--- config.mk ---
export PLATFORM = sky130hd
export DESIGN_NAME = intfile_prio_sel
export DESIGN_NICKNAME = d
export VERILOG_FILES = /design/src/rtl/intfile_pkg.sv /design/src/rtl/intfile_bits.sv /design/src/rtl/intfile_prio_enc.sv /design/src/rtl/intfile_prio_sel.sv
export SDC_FILE = /design/constraint.sdc
export NUM_CORES = 1
export LEC_CHECK = 0
export ABC_AREA = 1
export CORE_AREA = 2 2 191 193
export CTS_CLUSTER_SIZE = 16
export DETAILED_ROUTE_END_ITERATION = 10
export DIE_AREA = 0 0 193 195
export GPL_ROUTABILITY_DRIVEN = 0
export SYNTH_ARGS = -nofsm -noshare
export SYNTH_HDL_FRONTEND = slang
export SYNTH_SLANG_ARGS = --single-unit
--- constraint.sdc ---
create_clock -name clk -period 6.7 [get_ports clk]
set_clock_uncertainty 0.2 [all_clocks]
set_input_delay 1.34 -clock clk [delete_from_list [all_inputs] [get_ports clk]]
set_output_delay 1.34 -clock clk [all_outputs]
set_load 0.02 [all_outputs]
--- src/rtl/intfile_pkg.sv ---
package intfile_pkg;
  localparam int unsigned REG_W     = 32;
  localparam int unsigned TOP_SHIFT = 16;
  localparam int unsigned A_DLV     = 0;
  localparam int unsigned A_THR     = 1;
  localparam int unsigned A_TOP     = 2;
  localparam int unsigned A_PEND    = 16;
  localparam int unsigned A_EN      = 32;
endpackage

--- src/rtl/intfile_bits.sv ---
module intfile_bits #(
  parameter int unsigned NUM_IDS = 64,
  localparam int unsigned NUM_WORDS = NUM_IDS / 32,
  localparam int unsigned WIDX_W = (NUM_WORDS > 1) ? $clog2(NUM_WORDS) : 1,
  localparam int unsigned ID_W = $clog2(NUM_IDS)
) (
  input  logic               clk,
  input  logic               rst,
  input  logic               wr_pend,
  input  logic               wr_en,
  input  logic [WIDX_W-1:0]  word_idx,
  input  logic [31:0]        wdata,
  input  logic               msi_set,
  input  logic [ID_W-1:0]    msi_id,
  input  logic               clr_valid,
  input  logic [ID_W-1:0]    clr_id,
  output logic [NUM_IDS-1:0] pend_q,
  output logic [NUM_IDS-1:0] en_q
);
  logic [NUM_IDS-1:0] pend_d, en_d;

  always_comb begin
    pend_d = pend_q;
    en_d   = en_q;
    if (clr_valid) pend_d[clr_id] = 1'b0;
    for (int w = 0; w < NUM_WORDS; w++) begin
      if (word_idx == WIDX_W'(w)) begin
        if (wr_pend) pend_d[w*32 +: 32] = wdata;
        if (wr_en)   en_d[w*32 +: 32]   = wdata;
      end
    end
    if (msi_set) pend_d[msi_id] = 1'b1;  // set wins over claim
    pend_d[0] = 1'b0;
    en_d[0]   = 1'b0;
  end

  always_ff @(posedge clk) begin
    if (rst) begin
      pend_q <= '0;
      en_q   <= '0;
    end else begin
      pend_q <= pend_d;
      en_q   <= en_d;
    end
  end

  AST_ID0_QUIET: assert property (@(posedge clk) disable iff (rst)
    !pend_q[0] && !en_q[0]);
  AST_MSI_SETS: assert property (@(posedge clk) disable iff (rst)
    msi_set |=> pend_q[$past(msi_id)]);
  AST_CLAIM_DROPS: assert property (@(posedge clk) disable iff (rst)
    (clr_valid && !wr_pend && !(msi_set && msi_id == clr_id)) |=> !pend_q[$past(clr_id)]);
endmodule

--- src/rtl/intfile_prio_enc.sv ---
module intfile_prio_enc #(
  parameter int unsigned NUM_IDS = 64,
  localparam int unsigned ID_W = $clog2(NUM_IDS),
  localparam int unsigned THR_W = ID_W + 1
) (
  input  logic               clk,
  input  logic               rst,
  input  logic [NUM_IDS-1:0] pend,
  input  logic [NUM_IDS-1:0] en,
  input  logic [THR_W-1:0]   thr,
  output logic               found,
  output logic [ID_W-1:0]    top_id
);
  logic               all_in;
  logic [NUM_IDS-1:0] elig;

  assign all_in = (thr == '0) || (thr >= THR_W'(NUM_IDS));
  assign elig[0] = 1'b0;

  for (genvar i = 1; i < NUM_IDS; i++) begin : g_elig
    assign elig[i] = pend[i] & en[i] & (all_in | (THR_W'(i) < thr));
  end

  always_comb begin
    found  = 1'b0;
    top_id = '0;
    for (int i = NUM_IDS - 1; i >= 1; i--) begin
      if (elig[i]) begin
        found  = 1'b1;
        top_id = ID_W'(i);
      end
    end
  end

  AST_TOP_QUALIFIES: assert property (@(posedge clk) disable iff (rst)
    found |-> (pend[top_id] && en[top_id] && top_id != '0));
endmodule

--- src/rtl/intfile_prio_sel.sv ---
module intfile_prio_sel #(
  parameter int unsigned NUM_IDS = 64,
  parameter int unsigned ADDR_W = 6
) (
  input  logic              clk,
  input  logic              rst,
  input  logic              msi_valid,
  input  logic [31:0]       msi_data,
  input  logic              reg_wr,
  input  logic [ADDR_W-1:0] reg_addr,
  input  logic [31:0]       reg_wdata,
  output logic [31:0]       reg_rdata,
  output logic              irq_o
);
  import intfile_pkg::*;

  localparam int unsigned NUM_WORDS = NUM_IDS / 32;
  localparam int unsigned WIDX_W = (NUM_WORDS > 1) ? $clog2(NUM_WORDS) : 1;
  localparam int unsigned ID_W = $clog2(NUM_IDS);
  localparam int unsigned THR_W = ID_W + 1;

  logic               dlv_q;
  logic [THR_W-1:0]   thr_q;
  logic [NUM_IDS-1:0] pend_q, en_q;
  logic               found;
  logic [ID_W-1:0]    top_id;
  logic               in_pend, in_en, hit_top, msi_ok, claim;
  logic [WIDX_W-1:0]  pend_idx, en_idx, word_idx;
  logic [31:0]        top_val;

  assign in_pend  = (reg_addr >= ADDR_W'(A_PEND)) && (reg_addr < ADDR_W'(A_PEND + NUM_WORDS));
  assign in_en    = (reg_addr >= ADDR_W'(A_EN)) && (reg_addr < ADDR_W'(A_EN + NUM_WORDS));
  assign pend_idx = WIDX_W'(reg_addr - ADDR_W'(A_PEND));
  assign en_idx   = WIDX_W'(reg_addr - ADDR_W'(A_EN));
  assign word_idx = in_en ? en_idx : pend_idx;
  assign hit_top  = (reg_addr == ADDR_W'(A_TOP));
  assign msi_ok   = msi_valid && (msi_data != 32'd0) && (msi_data < 32'(NUM_IDS));
  assign claim    = reg_wr && hit_top && found;

  intfile_bits #(.NUM_IDS(NUM_IDS)) u_bits (
    .clk       (clk),
    .rst       (rst),
    .wr_pend   (reg_wr && in_pend),
    .wr_en     (reg_wr && in_en),
    .word_idx  (word_idx),
    .wdata     (reg_wdata),
    .msi_set   (msi_ok),
    .msi_id    (msi_data[ID_W-1:0]),
    .clr_valid (claim),
    .clr_id    (top_id),
    .pend_q    (pend_q),
    .en_q      (en_q)
  );

  intfile_prio_enc #(.NUM_IDS(NUM_IDS)) u_enc (
    .clk    (clk),
    .rst    (rst),
    .pend   (pend_q),
    .en     (en_q),
    .thr    (thr_q),
    .found  (found),
    .top_id (top_id)
  );

  always_ff @(posedge clk) begin
    if (rst) begin
      dlv_q <= 1'b0;
      thr_q <= '0;
    end else if (reg_wr) begin
      if (reg_addr == ADDR_W'(A_DLV)) dlv_q <= reg_wdata[0];
      if (reg_addr == ADDR_W'(A_THR)) thr_q <= reg_wdata[THR_W-1:0];
    end
  end

  assign top_val = (32'(top_id) << TOP_SHIFT) | 32'(top_id);
  assign irq_o   = dlv_q && found;

  always_comb begin
    reg_rdata = '0;
    if (reg_addr == ADDR_W'(A_DLV))      reg_rdata = {31'd0, dlv_q};
    else if (reg_addr == ADDR_W'(A_THR)) reg_rdata = 32'(thr_q);
    else if (hit_top)                    reg_rdata = top_val;
    else if (in_pend)                    reg_rdata = pend_q[pend_idx*32 +: 32];
    else if (in_en)                      reg_rdata = en_q[en_idx*32 +: 32];
  end

  AST_IRQ_GATED: assert property (@(posedge clk) disable iff (rst)
    irq_o |-> dlv_q);
  AST_THR_WINDOW: assert property (@(posedge clk) disable iff (rst)
    (found && thr_q != '0 && thr_q < THR_W'(NUM_IDS)) |-> (THR_W'(top_id) < thr_q));
  AST_THR_MASKED: assert property (@(posedge clk) disable iff (rst)
    (reg_wr && reg_addr == ADDR_W'(A_THR)) |=> (32'(thr_q) == ($past(reg_wdata) & ((32'd1 << THR_W) - 32'd1))));
  AST_MSI_RANGE: assert property (@(posedge clk) disable iff (rst)
    (msi_valid && msi_data >= 32'(NUM_IDS) && !reg_wr) |=> $stable(pend_q));
endmodule

==> flow_summary_export.csv, run 1 <==
group,metric,value,unit
synth,syn-cell-area,8830,um^2
timing,final.setup.tns,-9.76,ps
flow_run,maxCapViolations,0,
final_layout,post-route-util,32.3,%
drt,drt_iter0_drc,1567,
timing,finalCriticalPeriod,6710,ps
floorplan,die_x,193,um
clocking,cts_buffers,17,
drt,remaining_drc_errors,0,
final_layout,final_cell_mix,"295 x nand2_1, 156 x inv_1, 155 x a21oi_1, 147 x nor2_1, 127 x dfxtp_1",
clocking,path_clk_slew,60,ps
timing,worstMarginPinSlew,1060,ps
drt,drtAntennaViolNets,0,
critical_path,slowest_stage,"dfxtp_2",
min_path,hold_class,"flip-flop to flip-flop",
clocking,hold_buffers,0,
grt,grt_pass1_vias,10300,
timing,setup_viol,1,
pwr,peakVddDrop,0.185,mV
synth,syn_avg_cell_area,6.19,um^2
critical_path,critPathKind,"flip-flop to output port",
status,status,"finished, violations left",
grt,grt.total_usage,22.0,%
critical_path,critPathCaptureType,"output port",
synth,syn_inst,1426,
critical_path,crit_required,5160,ps
floorplan,die_h,195,um
timing,max_freq,149,MHz
floorplan,die_area,37600,um^2
place,port_buffers,106,
synth,synth-seq-cells,134,
timing,finalCritPeriodShare,100,%
clocking,clock_path_buffers,2,
floorplan,io-pin-count,107,
drt,drt-total-wl,42.0,mm
floorplan,row_count,69,
status,violations,"negative setup slack",
synth,yosysUniqueCellTypes,50,
synth,synthesis.nets,1500,
floorplan,coreArea,35400,um^2
synth,yosysSeqAreaShare,30.4,%
pwr,leakagePower,4.47,nW
final_layout,fillers,3863,
drt,dr.pass1.iters,6,
place,hpwl,30.8,mm
critical_path,worst_setup_path_start_kind,"flip-flop",
final_layout,drive_gt1_share,11.6,%
drt,wl_per_cell,20.6,um
clocking,cts_root_buffer,"clkbuf_16",
timing,finalHoldViolCount,0,
timing,worst_slack,-9.76,ps
synth,ys_dominant_reg_cell,"dfxtp_1",
final_layout,nNetsFinal,1633,
critical_path,critPathMaxFanout,6,
final_layout,layout_commonest_cell,"nand2_1",
synth,synth-edff-count,0,
drt,vias_per_cell,5.49,
clocking,clkSinkCount,134,
final_layout,area_growth,29.3,%
timing,slew_viol_final,0,
drt,vias,11200,
synth,yosys_warnings,0,
clocking,ctsHtreeMaxLevel,4,
floorplan,initial_utilization,24.9,%
clocking,clock_latency,440,ps
critical_path,critPathMostFrequentCell,"nand2_1",
synth,synthArstFlopShare,0,%
grt,grt_pass1_wl,62.7,mm
final_layout,antennaDiodeCount,0,
timing,rsz0062_at_grt,"yes",
grt,antenna_found_initial,2,
timing,relSlewSlack,28.7,%
critical_path,crit_arrival,5170,ps
grt,grt_max_degree,71,
pwr,powerDensity,167,nW/um^2
grt,grt_overflow_total,0,
clocking,cts_tree,"yes",
critical_path,critPathMaxStageDelay,440,ps
[path summary, 6_finish.rpt]
check                                  startpoint                 to  slack (ps)  depth (start not counted)
worst max register to register           thr_q[1]  u_bits.pend_q[28]         940                         70
worst min register to register  u_bits.pend_q[62]  u_bits.pend_q[62]         300                          2
worst max-delay path                     thr_q[1]      reg_rdata[16]         -10                         67
worst min-delay path            u_bits.pend_q[62]  u_bits.pend_q[62]         300                          2
[sequential cells by signal, summed over array words and instances (netlist names)]
| signal | cells |
|---|---|
| u_bits.pend_q | 63 |
| dlv_q | 1 |
| u_bits.en_q | 63 |
| thr_q | 7 |
[area by class of cell]
class | count | area (um^2) | area share [%]
Clock buffer | 18 | 429 | 3.76
Clock inverter | 14 | 124 | 1.08
Inverter | 174 | 659 | 5.78
Multi-Input combinational cell | 1050 | 5300 | 46.4
Sequential cell | 134 | 2700 | 23.7
Tap cell | 461 | 577 | 5.05
Timing Repair Buffer | 182 | 1630 | 14.3
[stage by stage]
step	cell area [um^2]	instances	power [mW]	hold slack, ps	setup slack [ps]
2_1_floorplan	8830	1426	0.903	265	879
3_3_place_gp	10700	1991	1.00	286	-88.1
3_5_place_dp	10700	1991	1.01	295	-44.2
4_1_cts	11300	2026	1.90	302	6.26
5_1_grt	11400	2033	1.95	326	-521
6_report	11400	2033	1.90	302	-9.76
[synthesized netlist by cell type (all sizes together) (4+ instances only)]
master	instances	area share, %
a31oi	32	2.3
o21bai	8	0.94
a21oi	157	9.0
nand4	42	3.1
nand3	95	5.4
buf	13	1.0
clkbuf	55	2.3
o32ai	7	0.69
o22ai	61	4.3
nor2	157	7.2
o211ai	10	0.85
inv	170	7.2
o21ai	108	6.2
dfxtp	134	30
nor4	5	0.35
o2111ai	17	1.7
clkinv	4	0.24
nor3	28	1.6
nand2	305	13
[logic make-up (layout without fill, tap and decap cells)]
family | count (synthesis) | after routing | share of synthesized area [%]
flops | 134 | 134 | 30.4
buf+inv | 242 | 388 | 10.8
mux | 1 | 1 | 0.113
compound gates | 413 | 413 | 27.2
simple gates | 636 | 636 | 31.4
[metal layers]
metal	share of wire [%]	up-vias	global-route usage [%]
li1	-	5163	-
met1	42	5150	30.2
met2	42	716	32.9
met3	10	126	4.55
met4	4.8	4	9.90
met5	0.064	-	0
[worst max-delay path, delay by kind of cell (launching register included)]
family / cells / cell delay, ps
flops: 1 / 440
buf+inv: 2 / 330
compound gates: 3 / 400
simple gates: 62 / 3530
[what timing repair did]
item / in CTS / in global routing
gates cloned: 0 / 0
pin swaps: 1 / 11
setup endpoints to repair: 4 / 4
buffers inserted: 3 / 7
resized for setup: 20 / 28
[power breakdown]
group          leakage (nW)  switching, mW  internal, mW
Combinational          3.12          0.116        0.0705
Sequential             1.08        0.00580         0.800
Clock                 0.263          0.399         0.512
Power figures use the tool's default switching activity.
==> run 2, diff against run 1 <==
==> constraint.sdc (replaced) <==
create_clock -name clk -period 8.35 [get_ports clk]
set_clock_uncertainty 0.2 [all_clocks]
set_input_delay 1.67 -clock clk [delete_from_list [all_inputs] [get_ports clk]]
set_output_delay 1.67 -clock clk [all_outputs]
set_load 0.02 [all_outputs]
==> run 2 against run 1 <==
The flow now finishes without violations. Worst hold slack worse by 1.1 ps. Core utilization is 1.4 points lower. Clock power down 17%. Critical endpoint is now reg_rdata[0]. Global-route usage down 0.21 points. Highest routed layer is now met4. Largest power group unchanged.
==> flow_summary_export.csv, run 2 (same netlist as run 1, synthesis figures left out) <==
group,metric,value,unit
pwr,power,1.55,mW
clocking,hold_buffers,0,
floorplan,row_count,69,
timing,final.setup.tns,0,ps
timing,worstMarginPinSlew,1400,ps
final_layout,drive_gt1_share,6.74,%
clocking,clock_latency,440,ps
floorplan,die_h,195,um
timing,finalCritPeriodShare,90.8,%
pwr,p_sw,394,uW
place,hpwl,30.0,mm
drt,wl_per_cell,20.9,um
pwr,internal_power,1.15,mW
critical_path,cp_top_family,"simple AND/OR/NAND/NOR gates",
timing,setup_viol,0,
critical_path,crit_required,6480,ps
floorplan,io-pin-count,107,
drt,vias,11000,
final_layout,area_growth,23.7,%
clocking,ctsHtreeMaxLevel,4,
floorplan,initial_utilization,24.9,%
timing,finalHoldViolCount,0,
grt,grt.total_usage,21.8,%
drt,drtAntennaViolNets,0,
critical_path,critPathCaptureType,"output port",
timing,finalCriticalPeriod,7590,ps
place,port_buffers,106,
pwr,p_comb_share,9.2,%
timing,rsz0062_at_grt,"no",
drt,vias_per_cell,5.58,
clocking,cts_root_buffer,"clkbuf_16",
clocking,clock_path_buffers,2,
drt,remaining_drc_errors,0,
pwr,powerDensity,142,nW/um^2
drt,drt_iter0_drc,1696,
floorplan,coreArea,35400,um^2
min_path,hold_class,"flip-flop to flip-flop",
pwr,leakagePower,4.19,nW
final_layout,fillers,3875,
critical_path,worst_setup_path_start_kind,"flip-flop",
grt,antenna_found_initial,0,
final_layout,final_cell_mix,"297 x nand2_1, 157 x inv_1, 156 x a21oi_1, 150 x nor2_1, 133 x dfxtp_1",
clocking,cts_buffers,17,
final_layout,top_regs,"u_bits.en_q x63, u_bits.pend_q x63, thr_q x7",
final_layout,antennaDiodeCount,0,
pwr,peakVddDrop,0.144,mV
pwr,clkPwrFrac,49.0,%
timing,slew_viol_final,0,
critical_path,critPathBufInv,3,
drt,drt-total-wl,41.4,mm
final_layout,layout_commonest_cell,"nand2_1",
timing,max_freq,132,MHz
floorplan,die_area,37600,um^2
clocking,clkSinkCount,134,
critical_path,critPathMaxFanout,10,
clocking,cts_tree,"yes",
critical_path,critPathMostFrequentCell,"nand2_1",
grt,grt_pass1_vias,10100,
status,status,"complete, no violations",
flow_run,maxCapViolations,0,
timing,relSlewSlack,6.38,%
final_layout,nNetsFinal,1577,
clocking,path_clk_slew,60,ps
pwr,power_frac_seq,41.9,%
drt,dr.pass1.iters,6,
critical_path,critPathMaxStageDelay,460,ps
grt,grt_pass1_wl,62.0,mm
critical_path,crit_arrival,5720,ps
grt,grt_max_degree,68,
pwr,switching_share,25.5,%
grt,grt_overflow_total,0,
critical_path,critPathKind,"flip-flop to output port",
critical_path,slowest_stage,"dfxtp_4",
floorplan,die_x,193,um
[run 2: changes by cell type in the layout (fill, tap and decap cells not counted), sizes merged]
cell	previous run	this run
clkinvlp	4	1
clkdlybuf4s50	100	102
bufinv	1	2
clkbuf	18	22
inv	174	170
buf	80	22
[run 2: through the flow]
step,instance area [um^2],util [%],worst slack (ps),instances,hold WS (ps)
after global routing,10900,30.9,187,1975,317
after CTS,10900,30.8,210,1973,297
final,10900,30.9,765,1975,301
after detailed placement,10300,29.2,706,1943,289
after global placement,10300,29.2,719,1943,284
after floorplan,8830,-,2200,1426,265
[run 2: layer usage]
| metal | up-vias | wire length (um) | track usage (%) |
|---|---|---|---|
| met4 | 0 | 1890 | 9.90 |
| met5 | - | 0 | 0 |
| met2 | 711 | 17400 | 31.8 |
| li1 | 5048 | - | - |
| met1 | 5124 | 17300 | 30.4 |
| met3 | 128 | 4760 | 4.80 |
[run 2: power groups by stage]
stage,Clock [mW],Sequential (mW),Combinational (mW)
finish,0.758,0.648,0.142
global route,0.786,0.648,0.152
CTS,0.760,0.648,0.140
detailed placement,0,0.662,0.140
global placement,0,0.662,0.139
floorplan,0,0.660,0.0644
[run 2: cell type report]
cell class	count	area, um^2	area share [%]
repair buffers	126	1210	11.0
flip-flops and latches	134	2690	24.6
well taps	461	577	5.28
inverters	174	659	6.04
clock buffers	22	474	4.34
multi-input cells	1050	5220	47.8
clock inverters	8	100	0.916
[run 2: path summary, 6_finish.rpt]
path	start	endpoint	depth (start not counted)	slack (ps)
setup reg to reg	thr_q[1]	u_bits.pend_q[44]	31	2210
setup / recovery	thr_q[2]	reg_rdata[0]	66	760
hold reg to reg	u_bits.pend_q[8]	u_bits.pend_q[8]	2	300
hold / removal	u_bits.pend_q[8]	u_bits.pend_q[8]	2	300
[run 2: repair_timing]
action | in CTS | in global routing
resized for setup | 0 | 5
setup endpoints to repair | 0 | 2
buffers inserted | 0 | 2
[run 2: tightest hold or removal path: stages (launching register included)]
cell     delay (ps)
dfxtp_1         320
nand3_1          80
a21oi_1          50
==> run 3, diff against run 2 <==
--- a/config.mk
+++ b/config.mk
@@ -6,11 +6,13 @@
 export NUM_CORES = 1
 export LEC_CHECK = 0
 export ABC_AREA = 1
-export CORE_AREA = 2 2 191 193
+export CORE_AREA = 2 2 144 146
 export CTS_CLUSTER_SIZE = 16
 export DETAILED_ROUTE_END_ITERATION = 10
-export DIE_AREA = 0 0 193 195
+export DIE_AREA = 0 0 146 148
 export GPL_ROUTABILITY_DRIVEN = 0
+export MAX_ROUTING_LAYER = met4
+export PLACE_DENSITY = 0.66
 export SYNTH_ARGS = -nofsm -noshare
 export SYNTH_HDL_FRONTEND = slang
 export SYNTH_SLANG_ARGS = --single-unit
==> run 3 against run 2 <==
First-iteration DRC count up 7.4%. Flip-flop and latch count unchanged. Largest power group unchanged. Setup slack better by 34 ps. Largest cell class unchanged. Critical path depth unchanged. Global-route usage up 14 points. Critical endpoint is now reg_rdata[16]. Power down 5.1%. Combinational power about the same.
==> flow_summary_export.csv, run 3 (same netlist as run 1, synthesis figures left out) <==
group,metric,value,unit
status,status,"complete, no violations",
critical_path,slowest_stage,"dfxtp_1",
pwr,powerDensity,138,nW/um^2
final_layout,area_growth,20.5,%
timing,worstMarginPinSlew,1330,ps
final_layout,antennaDiodeCount,0,
final_layout,fin_cells,1785,
grt,grt_pass1_wl,58.3,mm
clocking,cts_root_buffer,"clkbuf_16",
final_layout,drive_gt1_share,6.86,%
final_layout,regArea,2690,um^2
final_layout,final_cell_mix,"297 x nand2_1, 157 x inv_1, 156 x a21oi_1, 150 x nor2_1, 132 x dfxtp_1",
critical_path,ff2ff_path_depth,31,
floorplan,die_h,148,um
drt,vias,11000,
critical_path,critPathMostFrequentCell,"nand2_1",
place,dpl.cell_count,1754,
timing,finalHoldViolCount,0,
place,hpwl,27.4,mm
timing,finalCriticalPeriod,7550,ps
floorplan,io-pin-count,107,
timing,rsz0062_at_grt,"no",
timing,max_freq,132,MHz
drt,drt_iter0_drc,1821,
floorplan,initial_utilization,44.1,%
drt,drt-total-wl,38.3,mm
drt,dr.pass1.iters,9,
grt,grt_pass1_vias,9835,
critical_path,reg2reg_to,"u_bits.pend_q[60]",
min_path,min_to,"u_bits.pend_q[8]",
final_layout,fillers,2076,
final_layout,nNetsFinal,1579,
floorplan,coreArea,20000,um^2
critical_path,worst_setup_path_start_kind,"flip-flop",
grt,antenna_found_initial,0,
final_layout,top_regs,"u_bits.en_q x63, u_bits.pend_q x63, thr_q x7",
timing,finalCritPeriodShare,90.4,%
critical_path,critPathCaptureType,"output port",
drt,drtAntennaViolNets,0,
critical_path,critPathKind,"flip-flop to output port",
drt,vias_per_cell,6.17,
floorplan,die_x,146,um
critical_path,rrSetupSlack,2380,ps
clocking,hold_buffers,0,
grt,grt.total_usage,35.9,%
min_path,min-delay-start,"u_bits.pend_q[8]",
pwr,leakagePower,4.17,nW
final_layout,layout_commonest_cell,"nand2_1",
pwr,peakVddDrop,0.133,mV
clocking,clkSinkCount,134,
min_path,holdPathStages,2,
min_path,hold_class,"flip-flop to flip-flop",
critical_path,critPathMaxStageDelay,460,ps
place,port_buffers,106,
critical_path,crit_required,6480,ps
floorplan,row_count,52,
clocking,clock_latency,440,ps
critical_path,r2r_start,"thr_q[0]",
final_layout,multiInputGateArea,5220,um^2
drt,wl_per_cell,21.5,um
flow_run,maxCapViolations,0,
timing,final.setup.tns,0,ps
clocking,clock_path_buffers,2,
drt,remaining_drc_errors,0,
clocking,cts_tree,"yes",
timing,slew_viol_final,0,
grt,grt_max_degree,68,
grt,grt_overflow_total,0,
critical_path,critPathMaxFanout,8,
timing,setup_viol,0,
timing,relSlewSlack,10.9,%
floorplan,die_area,21600,um^2
clocking,ctsHtreeMaxLevel,4,
clocking,path_clk_slew,60,ps
critical_path,crit_arrival,5680,ps
clocking,cts_buffers,17,
-- run 3: how the worst max path moves through the flow --
stage | start | to | slack, ps | cells after the start
after global placement | thr_q[2] | reg_rdata[16] | 1050 | 66
after global routing | thr_q[4] | reg_rdata[0] | 340 | 67
after floorplan | thr_q[2] | reg_rdata[0] | 2200 | 69
after detailed placement | thr_q[2] | reg_rdata[16] | 970 | 66
final | thr_q[0] | reg_rdata[16] | 800 | 66
after CTS | thr_q[2] | reg_rdata[16] | 490 | 66
-- run 3: layout make-up --
cell class	count	share of cell area [%]
well taps	270	3.17
flip-flops and latches	134	25.2
clock inverters	10	0.576
repair buffers	128	11.6
clock buffers	19	4.16
multi-input cells	1050	49.1
inverters	174	6.20
-- run 3: timing repair --
| item | CTS | global route |
|---|---|---|
| endpoints found under the setup margin | 0 | 2 |
| setup buffers | 0 | 2 |
| resized for setup | 0 | 5 |
-- run 3: per-layer routing --
layer / global-route usage [%] / vias to the layer above / wire length (um)
met5: - / - / 0
met4: 16.7 / 0 / 2060
met3: 8.77 / 148 / 4850
met2: 51.2 / 802 / 15800
met1: 47.8 / 5012 / 15700
li1: - / 5049 / -
-- run 3: report_power, final --
part / total, mW / internal [mW] / switching [mW] / leakage (nW)
Sequential: 0.649 / 0.644 / 0.00503 / 1.08
Combinational: 0.139 / 0.0523 / 0.0871 / 2.85
Clock: 0.681 / 0.378 / 0.303 / 0.246
Total: 1.47 / 1.07 / 0.395 / 4.17
-- run 3: metrics by stage --
step | power (mW) | setup WS (ps) | cell area, um^2 | hold slack (ps) | utilization [%]
after global routing | 1.50 | 345 | 10600 | 323 | 53.1
after CTS | 1.46 | 488 | 10600 | 299 | 52.9
final | 1.47 | 799 | 10600 | 305 | 53.1
after global placement | 0.797 | 1050 | 10100 | 288 | 50.4
after floorplan | 0.725 | 2200 | 8830 | 265 | -
after detailed placement | 0.797 | 968 | 10100 | 291 | 50.4
-- run 3: worst max-delay path, delay by kind of cell (launching register included) --
family | cells | cell delay, ps
buffers and inverters | 3 | 610
AND/OR/NAND/NOR | 60 | 3690
flip-flops | 1 | 460
AO/OA/AOI/OAI | 3 | 470
